**src/rtl/hx_pkg.sv**
```systemverilog
// Package: shared types for the hypervisor-exit state updater.
// Assumes: activity codes are 2 bits wide and 0 means "active".
package hx_pkg;

    typedef enum logic [1:0] {
        ACT_RUN        = 2'd0,
        ACT_HALT       = 2'd1,
        ACT_SHUTDOWN   = 2'd2,
        ACT_WAIT_START = 2'd3
    } act_e;

    typedef struct packed {
        logic irq_shadow;
        logic ss_shadow;
        logic nmi_block;
    } blk_t;

    localparam int FLAGS_FIXED_BIT = 1;

endpackage

```
**src/rtl/hx_cause_decode.sv**
```systemverilog
// Module: hx_cause_decode
// Classifies an exit cause code. It flags whether the exit was caused
// directly by a non-maskable interrupt.
// Assumes: exactly one code value, NMI_CAUSE, denotes a direct NMI exit.
module hx_cause_decode #(
    parameter int CAUSE_W   = 6,
    parameter int NMI_CAUSE = 0
) (
    input  logic [CAUSE_W-1:0] cause,
    output logic               is_nmi
);

    localparam logic [CAUSE_W-1:0] NMI_CODE = CAUSE_W'(NMI_CAUSE);

    // Compare the cause code with the NMI code.
    always_comb begin
        is_nmi = (cause == NMI_CODE);
    end

endmodule

```
**src/rtl/hx_ptr_regs.sv**
```systemverilog
// Module: hx_ptr_regs
// Holds the instruction-pointer and stack-pointer registers. Both load
// together on an exit and hold otherwise.
// Assumes: synchronous active-low reset; pointers reset to zero.
module hx_ptr_regs #(
    parameter int XLEN = 64
) (
    input  logic            clk,
    input  logic            rst_n,
    input  logic            load,
    input  logic [XLEN-1:0] ip_in,
    input  logic [XLEN-1:0] sp_in,
    output logic [XLEN-1:0] ip_q,
    output logic [XLEN-1:0] sp_q
);

    localparam int NPTR = 2;

    logic [XLEN-1:0] d_arr [NPTR];
    logic [XLEN-1:0] q_arr [NPTR];

    // Gather the pointer inputs into an array.
    always_comb begin
        d_arr[0] = ip_in;
        d_arr[1] = sp_in;
    end

    for (genvar g = 0; g < NPTR; g++) begin : g_ptr
        // Pointer register g: reset to zero, load on an exit.
        always_ff @(posedge clk) begin
            if (!rst_n) begin
                q_arr[g] <= '0;
            end else if (load) begin
                q_arr[g] <= d_arr[g];
            end
        end
    end

    // Drive the outputs from the register array.
    always_comb begin
        ip_q = q_arr[0];
        sp_q = q_arr[1];
    end

endmodule

```
**src/rtl/hx_mode_state.sv**
```systemverilog
// Module: hx_mode_state
// Holds the flags register, the activity state, the three event-blocking
// flags and the completion pulse. An exit overrides the run-time load.
// Assumes: exit_fire is a single-cycle strobe; exit_nmi is valid with it.
module hx_mode_state
    import hx_pkg::*;
#(
    parameter int XLEN = 64
) (
    input  logic            clk,
    input  logic            rst_n,
    input  logic            exit_fire,
    input  logic            exit_nmi,
    input  logic            run_load,
    input  logic [XLEN-1:0] run_flags,
    input  act_e            run_act,
    input  blk_t            run_blk,
    output logic [XLEN-1:0] flags_q,
    output act_e            act_q,
    output blk_t            blk_q,
    output logic            done_q
);

    localparam logic [XLEN-1:0] FLAGS_FIXED = XLEN'(1) << FLAGS_FIXED_BIT;

    logic [XLEN-1:0] flags_d;
    act_e            act_d;
    blk_t            blk_d;

    // Choose the next state: exit first, then run-time load, else hold.
    always_comb begin
        flags_d = flags_q;
        act_d   = act_q;
        blk_d   = blk_q;
        if (exit_fire) begin
            flags_d          = FLAGS_FIXED;
            act_d            = ACT_RUN;
            blk_d.irq_shadow = 1'b0;
            blk_d.ss_shadow  = 1'b0;
            blk_d.nmi_block  = blk_q.nmi_block | exit_nmi;
        end else if (run_load) begin
            flags_d = run_flags;
            act_d   = run_act;
            blk_d   = run_blk;
        end
    end

    // State registers with their reset values.
    always_ff @(posedge clk) begin
        if (!rst_n) begin
            flags_q <= FLAGS_FIXED;
            act_q   <= ACT_RUN;
            blk_q   <= '0;
        end else begin
            flags_q <= flags_d;
            act_q   <= act_d;
            blk_q   <= blk_d;
        end
    end

    // Completion pulse: high in the cycle after an exit edge.
    always_ff @(posedge clk) begin
        if (!rst_n) begin
            done_q <= 1'b0;
        end else begin
            done_q <= exit_fire;
        end
    end

endmodule

```
**src/rtl/hx_exit_updater.sv**
```systemverilog
// Module: hx_exit_updater (top)
// Updates the processor's pointers, flags, activity state and event
// blocking when control returns from a guest to its hypervisor.
// Assumes: exit_valid is a single-cycle strobe; all outputs are registered.
module hx_exit_updater
    import hx_pkg::*;
#(
    parameter int XLEN      = 64,
    parameter int CAUSE_W   = 6,
    parameter int NMI_CAUSE = 0
) (
    input  logic               clk,
    input  logic               rst_n,
    input  logic               exit_valid,
    input  logic [CAUSE_W-1:0] exit_cause,
    input  logic [XLEN-1:0]    host_ip,
    input  logic [XLEN-1:0]    host_sp,
    input  logic               run_load,
    input  logic [XLEN-1:0]    run_flags,
    input  logic [1:0]         run_act,
    input  logic               run_irq_shadow,
    input  logic               run_ss_shadow,
    input  logic               run_nmi_block,
    output logic [XLEN-1:0]    cpu_ip,
    output logic [XLEN-1:0]    cpu_sp,
    output logic [XLEN-1:0]    cpu_flags,
    output logic [1:0]         cpu_act,
    output logic               irq_shadow,
    output logic               ss_shadow,
    output logic               nmi_block,
    output logic               update_done
);

    logic is_nmi;
    blk_t run_blk;
    blk_t blk_q;
    act_e act_q;

    // Pack the run-time blocking inputs into a struct.
    always_comb begin
        run_blk.irq_shadow = run_irq_shadow;
        run_blk.ss_shadow  = run_ss_shadow;
        run_blk.nmi_block  = run_nmi_block;
    end

    hx_cause_decode #(
        .CAUSE_W  (CAUSE_W),
        .NMI_CAUSE(NMI_CAUSE)
    ) u_decode (
        .cause (exit_cause),
        .is_nmi(is_nmi)
    );

    hx_ptr_regs #(
        .XLEN(XLEN)
    ) u_ptr (
        .clk  (clk),
        .rst_n(rst_n),
        .load (exit_valid),
        .ip_in(host_ip),
        .sp_in(host_sp),
        .ip_q (cpu_ip),
        .sp_q (cpu_sp)
    );

    hx_mode_state #(
        .XLEN(XLEN)
    ) u_mode (
        .clk      (clk),
        .rst_n    (rst_n),
        .exit_fire(exit_valid),
        .exit_nmi (is_nmi),
        .run_load (run_load),
        .run_flags(run_flags),
        .run_act  (act_e'(run_act)),
        .run_blk  (run_blk),
        .flags_q  (cpu_flags),
        .act_q    (act_q),
        .blk_q    (blk_q),
        .done_q   (update_done)
    );

    // Unpack the held state onto the output ports.
    always_comb begin
        cpu_act    = act_q;
        irq_shadow = blk_q.irq_shadow;
        ss_shadow  = blk_q.ss_shadow;
        nmi_block  = blk_q.nmi_block;
    end

endmodule

```
**config.mk**
```make
export PLATFORM = sky130hd
export DESIGN_NAME = hx_exit_updater
export DESIGN_NICKNAME = d
export VERILOG_FILES = /design/src/rtl/hx_pkg.sv /design/src/rtl/hx_cause_decode.sv /design/src/rtl/hx_ptr_regs.sv /design/src/rtl/hx_mode_state.sv /design/src/rtl/hx_exit_updater.sv
export SDC_FILE = /design/constraint.sdc
export NUM_CORES = 1
export LEC_CHECK = 0
export BUFFER_PORTS_ARGS = -buffer_cell sky130_fd_sc_hd__buf_2
export CAP_MARGIN = 20
export CORE_AREA = 2 2 157 159
export CTS_CLUSTER_SIZE = 10
export DETAILED_ROUTE_END_ITERATION = 10
export DIE_AREA = 0 0 159 161
export PLACE_DENSITY = 0.68
export SYNTH_ARGS = -nofsm -noshare
export SYNTH_HDL_FRONTEND = slang
export SYNTH_HIERARCHICAL = 1
export SYNTH_SLANG_ARGS = --single-unit
```
**constraint.sdc**
```tcl
create_clock -name clk -period 5.5 [get_ports clk]
set_input_delay 0.275 -clock clk [delete_from_list [all_inputs] [get_ports clk]]
set_output_delay 0.275 -clock clk [all_outputs]
set_load 0.02 [all_outputs]
```
==> metrics.yaml <==
io_pins: 405
syn_inst: 514
drt_iter0_markers: 333
routedWlPerCell_um: 16.7
r2r_slack_ns: 4.73
critPathKind: "in -> reg"
yosys.area_share.simple: 0.149
io_buffers: 404
cts_sinks: 198
cts_buffer_depth: 2
cts_max_level: 4
synth-compound-area-share: 0.00269
ant_nets: 0
avgViaCountPerCell: 4.43
vdd_ir_drop_max_uv: 164
cap_violations: 0
cts_buffers: 17
grt_usage: 0.158
drive_above_1_share: 0.486
area_growth_syn_to_layout_pct: 37.0
multiInputGateArea_um2: 1820
holdBufCountCts: 0
drc_errors: 0
clkTransAtPathRegs_ns: 0.07
avgSynthCellArea_um2: 14.5
die_h_um: 161
finalHoldViolCount: 0
crit_family: "buffers and inverters"
setup.worst_path.start: "exit_valid"
cp_data_required_time_ns: 5.55
cts_resized: 0
synth_top_family_by_area: "simple AND/OR/NAND/NOR gates"
yosysTopAreaCell: "edfxtp_1"
fmax_ghz: 0.620
grt_max_degree: 132
cpPeakStageDelay_ns: 0.61
ys_types: 20
finalInstanceArea_um2: 10200
synth_enable_flop_cells: 128
fin_skew_ns: 0
cts_tree: "built"
timing.final.crit_share: 0.293
synth-seq-area-share: 0.706
grt_overflow_total: 0
grt_first_pass_wirelength_um: 31200
insertion_delay_ns: 0.42
rsz0062_at_grt: "false"
synth_fa_ha_area_frac: 0
fill_cells: 2297
period_needed_ns: 1.61
synthFlopType: "edfxtp_1"
synth_seq_cells: 198
coreArea_um2: 24000
nets: 1107
synth-async-reset-ratio: 0
reg2reg_from: "u_mode/flags_q[1]$_SDFFE_PP1P_"
p_leak_nw: 5.28
cp-end-kind: "register"
powerDensity_nw_per_um2: 329
relSlewSlack: 0.487
critPathMaxFanout: 60
die_area_um2: 25600
synth_area_leaders: "edfxtp_1 52%, dfxtp_1 19%, and3_1 11%"
hold_class: "in -> reg"
syn-cell-area_um2: 7430
rows: 57
post_dp_cell_area_um2: 9530
slowest_stage: "buf_4"
crit_top_cell: "buf_4"
path_cells: "buf_4 -> nand2b_4 -> buf_16 -> buf_4"
p_total_mw: 3.35
die_w_um: 159
regArea_um2: 5250
hold_start: "run_flags[1]"
worstSetupStartpointType: "input pin"
finalMaxSlewViolations: 0
synth_nets: 721
status: "completed"
yosys_warnings: 6
gp_congestion: 0.764
drt-total-wl_um: 20700
holdWs_ns: 0.0682
drt_first_pass_iters: 5
post_cts_buffers: 0
synthMuxAreaShare: 0.0918
crit_buf_inv: 3
place_hpwl_um: 14500
grt_antenna_before_repair: 7
synth_top_area_share: 0.517
start_util: 0.310
arrival_ns: 1.67
num_vias: 5485
grt_pass1_vias: 5481
clock-root-buffer: "clkbuf_16"
synth-xor-area-share: 0
synth_common_cells: "128 x and3_1, 128 x edfxtp_1, 70 x dfxtp_1"
setup_violations: 0
fin_setup_tns_ns: 0
worstMarginPinSlew_ns: 0.769
## layout by cell type (no fill, tap or decap), types with 3 or more instances in the layout
cell,n
buf_2,401
and3_1,128
edfxtp_1,128
dfxtp_1,70
mux2i_1,67
nor2_1,67
clkbuf_16,17
buf_4,7
inv_6,4
inv_8,4
buf_16,3
## path summary, 6_finish.rpt
check	end	cells after the start
worst min-delay path	u_mode/flags_q[1]$_SDFFE_PP1P_	2
worst max register to register	u_mode/flags_q[1]$_SDFFE_PP1P_	2
worst min register to register	u_mode/flags_q[12]$_SDFFE_PP0P_	2
worst max-delay path	u_ptr/q_arr[1][14]$_SDFFCE_PN0P_	4
## cell families after synthesis
kind of cell / count (synthesis)
AO/OA/AOI/OAI: 2
buffers and inverters: 44
flip-flops: 198
multiplexers: 68
AND/OR/NAND/NOR: 202
## stage by stage
step / setup WS (ns) / cells / util
after detailed placement: 3.10 / 1202 / 0.398
after global routing: 3.79 / 1238 / 0.425
after global placement: 3.13 / 1202 / 0.398
final: 3.89 / 1238 / 0.425
after CTS: 3.56 / 1234 / 0.421
after floorplan: 1.47 / 514 / -
## worst register-to-register path, stage by stage (launching register included)
cell and delay [ns]:
dfxtp_1 0.31, nor2b_1 0.12, a211o_1 0.23
## cell type report
| cell class | count | area share |
|---|---|---|
| clock inverter | 13 | 0.0132 |
| antenna | 1 | 0.000246 |
| multi-input combinational | 272 | 0.179 |
| timing repair buffer | 411 | 0.210 |
| tap | 324 | 0.0398 |
| sequential | 198 | 0.515 |
| clock buffer | 19 | 0.0425 |
## registers in the layout, summed over array words and instances (netlist names)
register        flops
u_mode/flags_q     64
u_mode/blk_q        3
u_ptr/q_arr       128
u_mode/act_q        2
u_mode/done_q       1
## where the power goes
| part | switching, mW | internal, mW |
|---|---|---|
| registers | 0.0281 | 1.68 |
| clock network | 0.596 | 0.606 |
| logic | 0.267 | 0.167 |
## layer usage
metal / share of wire / wire length, um / GRT usage / up-vias
met2: 0.49 / 10200 / 0.267 / 264
met3: 0.095 / 1960 / 0.0606 / 28
met1: 0.40 / 8210 / 0.186 / 2550
li1: - / - / - / 2635
met5: 0.0026 / 54 / 0 / -
met4: 0.015 / 312 / 0.0492 / 8
Note: power is estimated with default switching activity, not from simulation.
